**src/rtl/rtc_pkg.sv**
```systemverilog
// Package rtc_pkg
// Shared register addresses, the time record and the pure helper
// functions that convert between the host encoding (BCD or binary) and
// plain binary values. Assumes field values of at most 99.
package rtc_pkg;

    localparam int BYTE_W = 8;

    // register addresses seen by the host
    localparam int A_SEC   = 0;
    localparam int A_MIN   = 1;
    localparam int A_HOUR  = 2;
    localparam int A_DOW   = 3;
    localparam int A_DOM   = 4;
    localparam int A_MON   = 5;
    localparam int A_YEAR  = 6;
    localparam int A_ASEC  = 8;
    localparam int A_AMIN  = 9;
    localparam int A_AHOUR = 10;
    localparam int A_CTRL  = 12;
    localparam int A_STAT  = 13;

    // number of alarm fields compared against the time
    localparam int N_ALARM = 3;

    // control reset value: updates on, BCD, 24-hour
    localparam logic [BYTE_W-1:0] CTRL_RESET = 8'h82;

    typedef struct packed {
        logic [BYTE_W-1:0] sec;
        logic [BYTE_W-1:0] min;
        logic [BYTE_W-1:0] hour;
        logic [BYTE_W-1:0] dow;
        logic [BYTE_W-1:0] dom;
        logic [BYTE_W-1:0] mon;
        logic [BYTE_W-1:0] year;
    } rtc_time_t;

    localparam rtc_time_t TIME_RESET = '{
        sec: 8'h00, min: 8'h00, hour: 8'h00, dow: 8'h01,
        dom: 8'h01, mon: 8'h01, year: 8'h00
    };

    // host encoding to plain binary
    function automatic logic [BYTE_W-1:0] enc_to_bin(
        input logic [BYTE_W-1:0] v, input logic bin_mode);
        if (bin_mode) return v;
        return ({4'b0000, v[7:4]} * 8'd10) + {4'b0000, v[3:0]};
    endfunction

    // plain binary to host encoding
    function automatic logic [BYTE_W-1:0] bin_to_enc(
        input logic [BYTE_W-1:0] b, input logic bin_mode);
        logic [BYTE_W-1:0] tens;
        logic [BYTE_W-1:0] ones;
        if (bin_mode) return b;
        tens = b / 8'd10;
        ones = b % 8'd10;
        return {tens[3:0], ones[3:0]};
    endfunction

    // last day of a month given binary month and year
    function automatic logic [BYTE_W-1:0] month_len(
        input logic [BYTE_W-1:0] mon, input logic [BYTE_W-1:0] year);
        case (mon)
            8'd2:                     return (year[1:0] == 2'b00) ? 8'd29 : 8'd28;
            8'd4, 8'd6, 8'd9, 8'd11:  return 8'd30;
            default:                  return 8'd31;
        endcase
    endfunction

endpackage

```
**src/rtl/rtc_update_seq.sv**
```systemverilog
// Module rtc_update_seq
// Turns a one-cycle tick into a two-step update: one cycle marked as
// update-in-progress, followed by the commit edge, followed by one cycle
// in which the alarm compare is armed. Assumes ticks are far apart;
// a tick seen while an update is in progress is dropped.
module rtc_update_seq (
    input  logic clk,
    input  logic rst_n,
    input  logic tick,
    input  logic upd_en,
    output logic uip,
    output logic chk
);

    logic uip_q;
    logic chk_q;

    // start an update when enabled and idle
    always_ff @(posedge clk) begin
        if (!rst_n) uip_q <= 1'b0;
        else        uip_q <= tick && upd_en && !uip_q;
    end

    // arm the alarm compare the cycle after the commit edge
    always_ff @(posedge clk) begin
        if (!rst_n) chk_q <= 1'b0;
        else        chk_q <= uip_q;
    end

    assign uip = uip_q;
    assign chk = chk_q;

endmodule

```
**src/rtl/rtc_time_advance.sv**
```systemverilog
// Module rtc_time_advance
// Purely combinational: given the current time in host encoding and the
// two mode bits, produces the time one second later in the same
// encoding. Assumes fields hold in-range values; out-of-range values
// are forced to wrap at the next boundary test.
module rtc_time_advance
    import rtc_pkg::*;
(
    input  rtc_time_t cur,
    input  logic      bin_mode,
    input  logic      h24_mode,
    output rtc_time_t nxt
);

    logic [BYTE_W-1:0] s_b, m_b, h_b, d_b, mo_b, y_b;
    logic [BYTE_W-1:0] s_n, m_n, h_n, d_n, mo_n, y_n, w_n;
    logic              pm_c, pm_n;
    logic              min_cy, hr_cy, day_cy, mon_cy, yr_cy;
    logic [BYTE_W-1:0] h_enc;

    // decode every field to plain binary
    always_comb begin
        s_b  = enc_to_bin(cur.sec, bin_mode);
        m_b  = enc_to_bin(cur.min, bin_mode);
        pm_c = cur.hour[7] && !h24_mode;
        h_b  = h24_mode ? enc_to_bin(cur.hour, bin_mode)
                        : enc_to_bin({1'b0, cur.hour[6:0]}, bin_mode);
        d_b  = enc_to_bin(cur.dom, bin_mode);
        mo_b = enc_to_bin(cur.mon, bin_mode);
        y_b  = enc_to_bin(cur.year, bin_mode);
    end

    // seconds and minutes with their carries
    always_comb begin
        min_cy = (s_b >= 8'd59);
        s_n    = min_cy ? 8'd0 : s_b + 8'd1;
        hr_cy  = min_cy && (m_b >= 8'd59);
        m_n    = !min_cy ? m_b : (hr_cy ? 8'd0 : m_b + 8'd1);
    end

    // hour step in the selected hour format
    always_comb begin
        h_n    = h_b;
        pm_n   = pm_c;
        day_cy = 1'b0;
        if (hr_cy) begin
            if (h24_mode) begin
                day_cy = (h_b >= 8'd23);
                h_n    = day_cy ? 8'd0 : h_b + 8'd1;
            end else if (h_b == 8'd11) begin
                h_n    = 8'd12;
                pm_n   = !pm_c;
                day_cy = pm_c;
            end else if (h_b >= 8'd12) begin
                h_n    = 8'd1;
            end else begin
                h_n    = h_b + 8'd1;
            end
        end
    end

    // date chain: weekday, day of month, month, year
    always_comb begin
        w_n    = cur.dow;
        d_n    = d_b;
        mo_n   = mo_b;
        y_n    = y_b;
        mon_cy = 1'b0;
        yr_cy  = 1'b0;
        if (day_cy) begin
            w_n    = (cur.dow >= 8'd7) ? 8'd1 : cur.dow + 8'd1;
            mon_cy = (d_b >= month_len(mo_b, y_b));
            d_n    = mon_cy ? 8'd1 : d_b + 8'd1;
        end
        if (mon_cy) begin
            yr_cy = (mo_b >= 8'd12);
            mo_n  = yr_cy ? 8'd1 : mo_b + 8'd1;
        end
        if (yr_cy) begin
            y_n = (y_b >= 8'd99) ? 8'd0 : y_b + 8'd1;
        end
    end

    // re-encode to the host format
    always_comb begin
        h_enc    = bin_to_enc(h_n, bin_mode);
        nxt.sec  = bin_to_enc(s_n, bin_mode);
        nxt.min  = bin_to_enc(m_n, bin_mode);
        nxt.hour = h24_mode ? h_enc : {pm_n, h_enc[6:0]};
        nxt.dow  = w_n;
        nxt.dom  = bin_to_enc(d_n, bin_mode);
        nxt.mon  = bin_to_enc(mo_n, bin_mode);
        nxt.year = bin_to_enc(y_n, bin_mode);
    end

endmodule

```
**src/rtl/rtc_alarm_cmp.sv**
```systemverilog
// Module rtc_alarm_cmp
// Compares each alarm byte with its time byte and registers a one-cycle
// pulse when all of them agree in a cycle where the compare is armed.
// Assumes the arm input is itself at most one cycle wide.
module rtc_alarm_cmp
    import rtc_pkg::*;
#(
    parameter int N_FIELDS = N_ALARM
) (
    input  logic                           clk,
    input  logic                           rst_n,
    input  logic                           arm,
    input  logic [N_FIELDS-1:0][BYTE_W-1:0] cur_f,
    input  logic [N_FIELDS-1:0][BYTE_W-1:0] alm_f,
    output logic                           pulse
);

    logic [N_FIELDS-1:0] eq;

    // one equality test per field
    for (genvar g = 0; g < N_FIELDS; g++) begin : g_eq
        assign eq[g] = (cur_f[g] == alm_f[g]);
    end

    logic pulse_q;

    // register the armed match as the alarm pulse
    always_ff @(posedge clk) begin
        if (!rst_n) pulse_q <= 1'b0;
        else        pulse_q <= arm && (&eq);
    end

    assign pulse = pulse_q;

endmodule

```
**src/rtl/rtc_calendar.sv**
```systemverilog
// Module rtc_calendar (top)
// Holds the time, alarm and control registers, serves host reads and
// writes, and applies the advanced time on the commit edge of each
// update. Assumes the tick is synchronous to clk and one cycle wide.
module rtc_calendar
    import rtc_pkg::*;
#(
    parameter int ADDR_W = 4
) (
    input  logic              clk,
    input  logic              rst_n,
    input  logic              tick_1hz,
    input  logic              wr_en,
    input  logic [ADDR_W-1:0] addr,
    input  logic [7:0]        wdata,
    output logic [7:0]        rdata,
    output logic              alarm_pulse
);

    localparam logic [ADDR_W-1:0] L_SEC   = ADDR_W'(A_SEC);
    localparam logic [ADDR_W-1:0] L_MIN   = ADDR_W'(A_MIN);
    localparam logic [ADDR_W-1:0] L_HOUR  = ADDR_W'(A_HOUR);
    localparam logic [ADDR_W-1:0] L_DOW   = ADDR_W'(A_DOW);
    localparam logic [ADDR_W-1:0] L_DOM   = ADDR_W'(A_DOM);
    localparam logic [ADDR_W-1:0] L_MON   = ADDR_W'(A_MON);
    localparam logic [ADDR_W-1:0] L_YEAR  = ADDR_W'(A_YEAR);
    localparam logic [ADDR_W-1:0] L_ASEC  = ADDR_W'(A_ASEC);
    localparam logic [ADDR_W-1:0] L_AMIN  = ADDR_W'(A_AMIN);
    localparam logic [ADDR_W-1:0] L_AHOUR = ADDR_W'(A_AHOUR);
    localparam logic [ADDR_W-1:0] L_CTRL  = ADDR_W'(A_CTRL);
    localparam logic [ADDR_W-1:0] L_STAT  = ADDR_W'(A_STAT);

    rtc_time_t         tm_q, tm_nxt;
    logic [BYTE_W-1:0] asec_q, amin_q, ahour_q;
    logic              upd_en_q, bin_q, h24_q;
    logic              uip, chk;
    logic              wr_sec, wr_hour, wr_min;

    assign wr_sec  = wr_en && (addr == L_SEC);
    assign wr_min  = wr_en && (addr == L_MIN);
    assign wr_hour = wr_en && (addr == L_HOUR);

    rtc_update_seq u_seq (
        .clk    (clk),
        .rst_n  (rst_n),
        .tick   (tick_1hz),
        .upd_en (upd_en_q),
        .uip    (uip),
        .chk    (chk)
    );

    rtc_time_advance u_adv (
        .cur      (tm_q),
        .bin_mode (bin_q),
        .h24_mode (h24_q),
        .nxt      (tm_nxt)
    );

    rtc_alarm_cmp #(.N_FIELDS(N_ALARM)) u_alm (
        .clk   (clk),
        .rst_n (rst_n),
        .arm   (chk),
        .cur_f ({tm_q.hour, tm_q.min, tm_q.sec}),
        .alm_f ({ahour_q, amin_q, asec_q}),
        .pulse (alarm_pulse)
    );

    // time registers: commit the advance, then let a host write win
    always_ff @(posedge clk) begin
        if (!rst_n) begin
            tm_q <= TIME_RESET;
        end else begin
            if (uip) tm_q <= tm_nxt;
            if (wr_en) begin
                case (addr)
                    L_SEC:   tm_q.sec  <= {1'b0, wdata[6:0]};
                    L_MIN:   tm_q.min  <= wdata;
                    L_HOUR:  tm_q.hour <= wdata;
                    L_DOW:   tm_q.dow  <= wdata;
                    L_DOM:   tm_q.dom  <= wdata;
                    L_MON:   tm_q.mon  <= wdata;
                    L_YEAR:  tm_q.year <= wdata;
                    default: ;
                endcase
            end
        end
    end

    // alarm and control registers: host writes only
    always_ff @(posedge clk) begin
        if (!rst_n) begin
            asec_q   <= '0;
            amin_q   <= '0;
            ahour_q  <= '0;
            upd_en_q <= CTRL_RESET[7];
            bin_q    <= CTRL_RESET[2];
            h24_q    <= CTRL_RESET[1];
        end else if (wr_en) begin
            case (addr)
                L_ASEC:  asec_q  <= wdata;
                L_AMIN:  amin_q  <= wdata;
                L_AHOUR: ahour_q <= wdata;
                L_CTRL: begin
                    upd_en_q <= wdata[7];
                    bin_q    <= wdata[2];
                    h24_q    <= wdata[1];
                end
                default: ;
            endcase
        end
    end

    // read multiplexer
    always_comb begin
        case (addr)
            L_SEC:   rdata = tm_q.sec;
            L_MIN:   rdata = tm_q.min;
            L_HOUR:  rdata = tm_q.hour;
            L_DOW:   rdata = tm_q.dow;
            L_DOM:   rdata = tm_q.dom;
            L_MON:   rdata = tm_q.mon;
            L_YEAR:  rdata = tm_q.year;
            L_ASEC:  rdata = asec_q;
            L_AMIN:  rdata = amin_q;
            L_AHOUR: rdata = ahour_q;
            L_CTRL:  rdata = {upd_en_q, 4'b0000, bin_q, h24_q, 1'b0};
            L_STAT:  rdata = {uip, 7'b0000000};
            default: rdata = '0;
        endcase
    end

    // time stays put unless an update commits or the host writes
    p_time_hold_r8: assert property (@(posedge clk) disable iff (!rst_n)
        (!uip && !wr_en) |=> $stable(tm_q));

    // binary seconds wrap from 59 to 0 and carry into minutes
    p_sec_wrap_r2: assert property (@(posedge clk) disable iff (!rst_n)
        (uip && bin_q && !wr_sec && !wr_min && tm_q.sec == 8'h3B && tm_q.min == 8'h10)
        |=> (tm_q.sec == 8'h00 && tm_q.min == 8'h11));

    // BCD 24-hour midnight wrap
    p_hour_wrap_r3: assert property (@(posedge clk) disable iff (!rst_n)
        (uip && !bin_q && h24_q && !wr_hour && tm_q.hour == 8'h23 &&
         tm_q.min == 8'h59 && tm_q.sec == 8'h59)
        |=> (tm_q.hour == 8'h00));

    // alarm pulse is exactly one cycle wide
    p_alarm_single_r9: assert property (@(posedge clk) disable iff (!rst_n)
        alarm_pulse |=> !alarm_pulse);

    // alarm pulse only follows a commit by one cycle
    p_alarm_after_update_r9: assert property (@(posedge clk) disable iff (!rst_n)
        alarm_pulse |-> $past(uip, 2));

    // disabled updates never start
    p_no_update_disabled_r7: assert property (@(posedge clk) disable iff (!rst_n)
        (!upd_en_q && !uip) |=> !uip);

endmodule

```
**config.mk**
```make
export PLATFORM = sky130hd
export DESIGN_NAME = rtc_calendar
export DESIGN_NICKNAME = d
export VERILOG_FILES = /design/src/rtl/rtc_pkg.sv /design/src/rtl/rtc_update_seq.sv /design/src/rtl/rtc_time_advance.sv /design/src/rtl/rtc_alarm_cmp.sv /design/src/rtl/rtc_calendar.sv
export SDC_FILE = /design/constraint.sdc
export NUM_CORES = 1
export LEC_CHECK = 0
export BUFFER_PORTS_ARGS = -buffer_cell sky130_fd_sc_hd__buf_4
export CORE_ASPECT_RATIO = 0.7
export CORE_UTILIZATION = 55
export CTS_CLUSTER_DIAMETER = 100
export DETAILED_ROUTE_END_ITERATION = 12
export HOLD_SLACK_MARGIN = 0.06
export PLACE_DENSITY = 0.68
export SLEW_MARGIN = 0
export SYNTH_ARGS = -nofsm -noshare
export SYNTH_HDL_FRONTEND = slang
export SYNTH_SLANG_ARGS = --single-unit
```
**constraint.sdc**
```tcl
create_clock -name clk -period 9.1 [get_ports clk]
set_input_delay 1.82 -clock clk [delete_from_list [all_inputs] [get_ports clk]]
set_output_delay 1.82 -clock clk [all_outputs]
set_load 0.1 [all_outputs]
```
Word level (Yosys, flattened, before mapping)
Index checks and enable logic that the tools add are counted.
W data, S select, Z words.
{ "word_totals": {"wordCells": 158, "output_inout_bits": 9, "in_bits": 16, "reg_bits": 86} }
{ "op_classes": {"n_reduce_logical": 16, "n_mul": 7, "n_lt_le_gt_ge": 8, "eq_ne": 20, "n_mux": 65, "addsub": 14, "n_div": 12} }
{ "ops": {"columns": ["cell", "n"], "rows": [
  ["$mux W8", 52],
  ["$mux W56", 2],
  ["$pmux W8 S12", 1],
  ["$add A8 B1 Y8 const B", 7],
  ["$add A8 B4 Y8", 6],
  ["$div A8 B4 Y8 const B", 6],
  ["$mod A8 B4 Y8 const B", 6],
  ["$mul A4 B3 Y7 const B", 6],
  ["$eq A8 B4 Y1 const B", 3],
  ["$eq A8 B8 Y1", 3],
  ["$eq A4 B4 Y1 const B", 5],
  ["$eq A8 B3 Y1 const B", 2],
  ["$ge A8 B4 Y1 const B", 2],
  ["$ge A8 B6 Y1 const B", 2],
  ["$pmux W8 S2", 1],
  ["$eq A4 B3 Y1 const B", 3],
  ["$mux W1", 9],
  ["$add A7 B4 Y8", 1],
  ["$eq A4 B2 Y1 const B", 2],
  ["$eq A8 B2 Y1 const B", 1],
  ["$ge A8 B3 Y1 const B", 1],
  ["$ge A8 B5 Y1 const B", 1],
  ["$ge A8 B7 Y1 const B", 1],
  ["$ge A8 B8 Y1", 1],
  ["other kinds (9)", 18]
]} }

Longest topological paths before layout
Gate-level depths: netlist (run 1).
{ "depth": {"word_depth": 18, "mapped_depth": 31, "mapped_depth_nobuf": 28} }

By module
A second synthesis (run 1) with hierarchy kept.
{ "hier_totals": {"hier_cells": 1583, "area_unflattened_um2": 12106.6} }
{ "modules_own_cells": {"columns": ["mod", "seq_area_each_um2", "n_inst", "cells_each", "area_per_inst_um2"], "rows": [
  ["rtc_time_advance", 0.0, 1, 1059, 7189.4],
  ["rtc_calendar", 1661.6, 1, 486, 4569.4],
  ["rtc_alarm_cmp", 20.0, 1, 34, 290.3],
  ["rtc_update_seq", 40.0, 1, 4, 57.6]
]} }

Least setup slack after synthesis (run 1)
OpenSTA, ideal clock, no wires.
{ "synth_timing": {"path_kind": "input-to-output", "from": "input addr[2]", "to": "output rdata[2]", "n_path_buf": 3, "arrival_time_ns": 5.132, "required_time_ns": 7.280, "slack_ns": 2.148, "path_stages": 7, "cell_sequence": "clkbuf_1 > clkbuf_1 > clkbuf_1 > a31oi_1 > nor2_1 > a31oi_1 > o21ai_0"} }
{ "synth_via": {"elab_chain_cells": 2, "elab_cells_between_ends": 13, "classes_between": "eq/ne: 11; mux: 1; reduce/logical: 1"} }
{ "synth_rtl": {"columns": ["item", "line", "rtl"], "rows": [
  ["start, declared", "rtc_calendar.sv:14", "input logic [ADDR_W-1:0] addr,"],
  ["$eq A4 B4 Y1 (tied with other cells)", "rtc_calendar.sv:115", "case (addr)"],
  ["$pmux W8 S12 (*)", "rtc_calendar.sv:115", null],
  ["end, declared", "rtc_calendar.sv:16", "output logic [7:0] rdata,"]
]} }
Mark *: on every way between the ends. The rest lies on a longest branch, timed or not.

Worst setup path in the final report (run 1)
{ "layout_timing": {"from": "register tm_q[13] (netlist bit)", "to": "register tm_q[3] (netlist bit)"} }
{ "layout_via": {"elab_chain_cells": 16, "elab_cells_between_ends": 23, "classes_between": "add/sub: 1; mul: 1; div: 1; order compare: 2; eq/ne: 5; mux: 12; reduce/logical: 1"} }
{ "layout_rtl": {"columns": ["item", "line", "rtl"], "rows": [
  ["start, declared", "rtc_calendar.sv:33", "rtc_time_t tm_q, tm_nxt;"],
  ["start signal, assigned", "rtc_calendar.sv:73", "if (uip) tm_q <= tm_nxt;"],
  ["$mul A4 B3 Y7", "rtc_pkg.sv:48", "return ({4'b0000, v[7:4]} * 8'd10) + {4'b0000, v[3:0]};"],
  ["$add A8 B4 Y8", "rtc_pkg.sv:48", null],
  ["$mux W8 (*)", "rtc_pkg.sv:48", null],
  ["$eq A8 B3 Y1 or $eq A8 B4 Y1 (tied branches)", "rtc_pkg.sv:65", "case (mon)"],
  ["$reduce_or A4 Y1", "rtc_pkg.sv:65", null],
  ["$pmux W8 S2", "rtc_pkg.sv:65", null],
  ["$mux W8", "rtc_time_advance.sv:70", "if (day_cy) begin"],
  ["$ge A8 B8 Y1", "rtc_time_advance.sv:72", "mon_cy = (d_b >= month_len(mo_b, y_b));"],
  ["$mux W1", "rtc_time_advance.sv:70", null],
  ["$mux W1 (*)", "rtc_time_advance.sv:75", "if (mon_cy) begin"],
  ["$mux W8 (*)", "rtc_time_advance.sv:79", "if (yr_cy) begin"],
  ["$mod A8 B4 Y8 or $mux W8 (tied branches)", "rtc_pkg.sv:58, rtc_pkg.sv:56", null],
  ["$mux W8 (*)", "rtc_pkg.sv:57", "tens = b / 8'd10;"],
  ["$mux W56 (*)", "rtc_calendar.sv:73", null],
  ["$mux W8", "rtc_calendar.sv:75", "case (addr)"],
  ["$mux W56 (*)", "rtc_calendar.sv:74", "if (wr_en) begin"]
]} }
Mark *: on every way between the ends. The rest lies on a longest branch, timed or not. The select of a mux whose other input is x is not followed.
A chain may end at the register's enable or synchronous reset.

==> impl_metrics.tcl, run 1 <==
set metrics [dict create \
    status "finished, final reports clean" \
    timing.hold.ws_ns 0.498 \
    grt_start_max_net_pins 78 \
    cts_tree "built" \
    holdCritStartpoint "u_seq.chk" \
    synth_warnings 0 \
    rrSetupSlack_ns 1.19 \
    root_buffer "clkbuf_16" \
    grt-ovfl-total 0 \
    gp_congestion 0.942 \
    r2r-end "tm_q[3]" \
    dieArea_sq_um 21900 \
    io_buffers 24 \
    max_freq_mhz 126 \
    groute.layer.met2.usage 0.508 \
    drv_slew 0 \
    vias 12700 \
    synth_async_sr_flop_share 0 \
    r2r_cells 24 \
    grt_pass1_vias 11000 \
    ioPinCount 25 \
    clk_path_buf_depth 2 \
    clock_skew_ns 0.0138 \
    start_util 0.564 \
    clkLatencyLatePin_ns 0.35 \
    maxCapViolCount 0 \
    synth_cell_types 111 \
    row_count 44 \
    vias_per_cell 7.06 \
    met3_usage 0.0766 \
    p_leak_nw 4.67 \
    ys_ff_latch 86 \
    seq_area_frac_synth 0.147 \
    fin_area_sq_um 12200 \
    cp.arrival_ns 8.11 \
    critical_path_class "flop to flop" \
    worst_slew_pin_slew_ns 1.16 \
    synth_edf_count 0 \
    layout.nets 1613 \
    synthMuxAreaShare 0.0637 \
    syn_nets 1670 \
    min_path_cells 2 \
    grt_pass1_wl_um 61100 \
    min_to "u_alm.pulse" \
    synth_top_family_by_area "compound AO/OA/AOI/OAI gates" \
    setup_viol 0 \
    drive_gt1_frac 0.0872 \
    syn_to_final_growth_pct 3.74 \
    htree_levels 3 \
    die_w_um 177 \
    first_pass_iters 6 \
    drt_iter0_markers 1640 \
    cp_max_fo 22 \
    globalRoute.busiestLayer "met1" \
    drcViolationCount 0 \
    cp.required_ns 9.30 \
    syn_area_sq_um 11700 \
    dpl_cell_area_sq_um 11900 \
    cts_hold_buf 0 \
    synth-main-ff-cell "dfxtp_1" \
    min_period_over_period 0.869 \
    antenna_found_initial 2 \
    synthesis.instances 1578 \
    avgSynthCellArea_sq_um 7.43 \
    n_antenna_cell 0 \
    cts_sinks 86 \
    hpwl_um 28700 \
    synth_xor_area_frac 0.0499 \
    pre_cts_ws_ns 1.38 \
    cts_buffers 9 \
    finalWorstSetupSlack_ns 1.19 \
    rsz0062_at_grt "no" \
    ir_drop_uv 85.0 \
    min_period_ns 7.91 \
    core_sq_um 20800 \
    power_density_nw_per_um2 159 \
    finalPower_mw 1.94 \
    use_met1 0.530 \
    wire_per_inst_um 21.9 \
    synth_fa_ha_area_frac 0.0930 \
    ctsResizeCount 0 \
    relSlewSlack 0.230 \
    synth_simple_gate_area_frac 0.239 \
    worst_setup_path_end_kind "flop" \
    synth_compound_area_frac 0.356 \
    wirelength_um 39500 \
    die_y_um 124 \
    final_antenna_net_count 0 \
    postCtsSetupBuffers 0 \
    path_clk_slew_ns 0.07 \
    hp-class "flop to flop" \
    grt_usage 0.356 \
    final_hold_viol_count 0 \
    start_kind "flop" \
    r2r-start "tm_q[13]" \
    tns_ns 0 \
]
==> critical path, cell delays in order, from the launching register on <==
cell	delay, ns
dfxtp_1	0.52
ha_1	0.31
ha_1	0.24
fa_1	0.60
nand2_1	0.11
nor3_2	0.16
mux2i_1	0.15
a311oi_2	0.57
nand3_1	0.25
nor2_1	0.22
a21oi_1	0.10
ha_1	0.28
inv_1	0.03
a21boi_0	0.14
o21ai_0	0.17
o2111a_1	0.47
a41oi_2	0.49
and3_1	0.75
a32o_1	0.53
xnor2_1	0.14
a211oi_2	0.64
or2_2	0.25
o32ai_1	0.09
a2111oi_0	0.44
nor3_1	0.09
==> sequential cells by signal, summed over array words and instances, names as in the netlist <==
signal,count
tm_q,56
ahour_q,8
amin_q,8
asec_q,8
bin_q,1
h24_q,1
u_alm.pulse,1
u_seq.chk,1
u_seq.uip,1
upd_en_q,1
==> layout make-up <==
| type | count | area [sq um] |
|---|---|---|
| clock buffers | 11 | 233 |
| flip-flops and latches | 86 | 1730 |
| well taps | 276 | 345 |
| fillers | 1936 | 8640 |
| inverters | 33 | 124 |
| clock inverters | 5 | 83.8 |
| multi-input cells | 1356 | 9390 |
| repair buffers | 35 | 263 |
==> metrics by stage <==
| stage | utilization | std cells |
|---|---|---|
| 2_1_floorplan | - | 1578 |
| 3_3_place_gp | 0.570 | 1786 |
| 3_5_place_dp | 0.570 | 1786 |
| 4_1_cts | 0.585 | 1802 |
| 5_1_grt | 0.585 | 1802 |
| 6_report | 0.585 | 1802 |
==> synth_stat cells, types with 7 or more instances <==
| cell | count | share of area |
|---|---|---|
| a211o_1 | 17 | 0.013 |
| a211oi_1 | 29 | 0.019 |
| a21o_1 | 17 | 0.011 |
| a21oi_1 | 121 | 0.052 |
| a221o_1 | 7 | 0.0060 |
| a221oi_1 | 11 | 0.0082 |
| a22oi_1 | 14 | 0.0090 |
| a311oi_1 | 9 | 0.0067 |
| a31o_2 | 8 | 0.0060 |
| a31oi_1 | 35 | 0.019 |
| a32o_1 | 7 | 0.0060 |
| and2_1 | 10 | 0.0053 |
| and3_1 | 24 | 0.013 |
| buf_1 | 9 | 0.0029 |
| buf_2 | 19 | 0.0081 |
| buf_4 | 9 | 0.0058 |
| clkbuf_1 | 59 | 0.019 |
| dfxtp_1 | 86 | 0.15 |
| fa_1 | 12 | 0.020 |
| ha_1 | 64 | 0.068 |
| inv_1 | 31 | 0.0099 |
| mux2_2 | 17 | 0.016 |
| mux2i_1 | 51 | 0.044 |
| nand2_1 | 129 | 0.041 |
| nand2b_1 | 14 | 0.0075 |
| nand3_1 | 63 | 0.027 |
| nand4_1 | 14 | 0.0075 |
| nor2_1 | 159 | 0.051 |
| nor2b_1 | 26 | 0.014 |
| nor3_1 | 50 | 0.021 |
| nor3b_1 | 15 | 0.0096 |
| nor4_1 | 16 | 0.0085 |
| o2111ai_1 | 7 | 0.0052 |
| o211ai_1 | 34 | 0.022 |
| o21a_1 | 15 | 0.0096 |
| o21ai_0 | 87 | 0.037 |
| o21bai_1 | 7 | 0.0045 |
| o221ai_1 | 9 | 0.0067 |
| o22ai_1 | 12 | 0.0064 |
| o31a_1 | 7 | 0.0052 |
| o31ai_1 | 12 | 0.0077 |
| or3_1 | 17 | 0.0091 |
| xnor2_1 | 40 | 0.030 |
| xor2_1 | 25 | 0.019 |
==> worst max-delay path by stage <==
| stage | from | slack (ns) | cells past startpoint | endpoint |
|---|---|---|---|---|
| after floorplan | addr[2] | 2.15 | 7 | rdata[2] |
| after global placement | tm_q[15] | 1.73 | 24 | tm_q[3] |
| after detailed placement | tm_q[15] | 1.38 | 24 | tm_q[3] |
| after CTS | tm_q[15] | 1.36 | 24 | tm_q[3] |
| after global routing | tm_q[15] | 0.66 | 24 | tm_q[3] |
| final | tm_q[13] | 1.19 | 24 | tm_q[3] |
==> power by group <==
group          switching [mW]  internal [mW]  leakage [nW]  total (mW)
registers              0.0586          0.399         0.701       0.458
logic                   0.667          0.411          3.83        1.08
clock network           0.160          0.241         0.146       0.401
total                   0.885           1.05          4.67        1.94
==> cells in the final DEF (no fill, tap or decap), types with 10 or more instances in the layout <==
cell / instances
fa_1: 12
inv_1: 31
o21a_1: 15
a22oi_1: 14
o31ai_1: 12
a21o_1: 17
nand2b_1: 14
or3_1: 17
a31oi_1: 35
nor3_1: 50
a211oi_1: 29
nor2b_1: 26
mux2_2: 17
o211ai_1: 34
ha_1: 64
and2_1: 10
nor4_1: 16
nor2_1: 159
xnor2_1: 40
nor3b_1: 15
nand4_1: 14
a221oi_1: 11
o21ai_0: 87
and3_1: 24
a21oi_1: 121
xor2_1: 25
a211o_1: 17
nand2_1: 129
o22ai_1: 12
buf_4: 35
mux2i_1: 51
nand3_1: 63
dfxtp_1: 84
==> cell families after synthesis <==
| kind of cell | Yosys count |
|---|---|
| simple gates | 570 |
| compound gates | 569 |
| buf+inv | 136 |
| flops | 86 |
| fa+ha+maj | 81 |
| mux | 70 |
| xor+xnor | 66 |
==> routing by layer <==
| metal | vias up | wire [um] |
|---|---|---|
| met5 | - | 0 |
| met3 | 75 | 4400 |
| li1 | 5958 | - |
| met2 | 654 | 16200 |
| met4 | 0 | 911 |
| met1 | 6040 | 17900 |
No activity file was read; power rests on OpenSTA's default activity.
==> run 2: changes to the inputs <==
ABC_AREA = 1   (was not set)
==> run 2 against run 1 <==
Sequential power down 4%. Synthesized area shrank 8.6%. Non-clock buffer count fell by 6. Design area shrank 8.3%. Largest power group unchanged. Highest routed layer unchanged.
==> impl_metrics.tcl, run 2 <==
set metrics [dict create \
    status "finished, final reports clean" \
    grt_start_max_net_pins 80 \
    cp_max_fo 11 \
    n_fill_cell 2006 \
    grt-ovfl-total 0 \
    n_antenna_cell 0 \
    clk_path_buf_depth 2 \
    largest_reg_flops 56 \
    max_stage_delay_ns 0.51 \
    root_buffer "clkbuf_16" \
    tns_ns 0 \
    hp-class "flop to flop" \
    seq_area_frac_synth 0.161 \
    antenna_found_initial 0 \
    yosysTopAreaCell "dfxtp_1" \
    wirelength_um 34200 \
    core_sq_um 19000 \
    synth_cell_types 66 \
    postCtsSetupBuffers 0 \
    vias 11700 \
    min_period_ns 6.39 \
    final_hold_viol_count 0 \
    start_util 0.565 \
    drt_iter0_markers 1305 \
    synth_warnings 0 \
    worst_setup_path_end_kind "flop" \
    pre_cts_ws_ns 2.82 \
    htree_levels 3 \
    crit_family "simple AND/OR/NAND/NOR gates" \
    start_kind "flop" \
    maxCapViolCount 0 \
    layout.nets 1847 \
    dieArea_sq_um 20100 \
    path_clk_slew_ns 0.07 \
    clock_skew_ns 0.0123 \
    hpwl_um 25800 \
    setup_viol 0 \
    synthesis.instances 1778 \
    syn_to_final_growth_pct 4.12 \
    drcViolationCount 0 \
    path_buf_inv 8 \
    row_count 42 \
    yosysMostFrequentCell "nand2_1" \
    ioPinCount 25 \
    drive_gt1_frac 0.106 \
    cp.arrival_ns 6.67 \
    cts_buffers 9 \
    cts_tree "built" \
    final_common_cell "nand2_1" \
    cts_sinks 86 \
    timing.hold.ws_ns 0.464 \
    regMostFlops "tm_q" \
    worst_slew_pin_slew_ns 0.786 \
    gp_congestion 1.01 \
    first_pass_iters 5 \
    finalWorstSetupSlack_ns 2.71 \
    min_period_over_period 0.702 \
    yosys-top-cells-area "dfxtp_1 16%, nand2_1 15%, inv_1 9.5%" \
    die_w_um 169 \
    cp_common_cell "nand2_1" \
    ctsResizeCount 0 \
    io_buffers 24 \
    vias_per_cell 5.80 \
    relSlewSlack 0.476 \
    rsz0062_at_grt "no" \
    finish.utilization 0.588 \
    cts_hold_buf 0 \
    syn_nets 1870 \
    avgSynthCellArea_sq_um 6.03 \
    power_density_nw_per_um2 140 \
    crit_slowest_cell "fa_1" \
    final_antenna_net_count 0 \
    die_y_um 119 \
    layout_common_cells "418 x nand2_1, 270 x inv_1, 156 x o21ai_0" \
    critical_path_class "flop to flop" \
    clkLatencyLatePin_ns 0.35 \
    synth-main-ff-cell "dfxtp_1" \
    ys_ff_latch 86 \
    grt_pass1_wl_um 55700 \
    synth_edf_count 0 \
    grt_pass1_vias 10500 \
    finalPower_mw 1.57 \
    ir_drop_uv 100 \
    p_leak_nw 5.53 \
    synth.top_cells.by_count "418 x nand2_1, 270 x inv_1, 156 x o21ai_0, 154 x nand3_1, 111 x nor2_1" \
    grt_usage 0.350 \
    max_freq_mhz 157 \
    netlist.area_leader.share 0.161 \
    cp.required_ns 9.38 \
    synth_async_sr_flop_share 0 \
    drv_slew 0 \
    syn_area_sq_um 10700 \
    wire_per_inst_um 16.9 \
]
run 2: cell count changes after synthesis, sizes merged, moves of 37 or more:
cell   change
mux2i     -51
nand2    +348
inv      +263
nor3      -48
nand3    +106
o21ai     +86
xnor2     -37
nor2      -40
run 2: layer usage:
metal	vias up	wire, um	global-route usage	part of all wire
li1	5851	-	-	-
met1	5315	16700	0.537	0.49
met2	519	13400	0.500	0.39
met3	50	3550	0.0687	0.10
met4	0	503	0.0614	0.015
met5	-	0	0	0
run 2: power breakdown:
part           total [mW]  switching [mW]  internal, mW
clock               0.391           0.170         0.221
combinational       0.734           0.486         0.248
sequential          0.441          0.0428         0.398
total                1.57           0.698         0.867
run 2: final cells by class:
| class | instances | area [sq um] | share of cell area |
|---|---|---|---|
| multi-input cells | 1332 | 7460 | 0.668 |
| flip-flops and latches | 86 | 1730 | 0.155 |
| inverters | 297 | 1120 | 0.101 |
| well taps | 264 | 330 | 0.0296 |
| clock buffers | 11 | 243 | 0.0218 |
| repair buffers | 29 | 218 | 0.0195 |
| clock inverters | 5 | 57.6 | 0.00516 |
run 2: stage by stage:
step	cells	cell area, sq um
floorplan	1778	10700
global placement	2008	10900
detailed placement	2008	10900
CTS	2024	11200
global route	2024	11200
finish	2024	11200
run 2: worst paths after layout:
| kind | cells past startpoint | startpoint | end | slack (ns) |
|---|---|---|---|---|
| hold / removal | 2 | upd_en_q | u_seq.uip | 0.46 |
| setup reg to reg | 42 | tm_q[15] | tm_q[11] | 2.71 |
| hold reg to reg | 2 | upd_en_q | u_seq.uip | 0.46 |
| setup / recovery | 42 | tm_q[15] | tm_q[11] | 2.71 |
run 2: logic make-up (layout without fill, tap and decap cells):
logic type,count (synthesis),count (layout),share of synthesized area
AND/OR/NAND/NOR,826,826,0.357
AO/OA/AOI/OAI,410,410,0.224
buffers and inverters,360,342,0.143
flip-flops,86,86,0.161
adder cells (fa/ha/maj),76,76,0.0971
XOR/XNOR,20,20,0.0176
run 2: tightest hold or removal path, cell delays in order, from the launching register on:
cell,delay [ns]
dfxtp_1,0.32
nand3_1,0.08
nor2_1,0.04
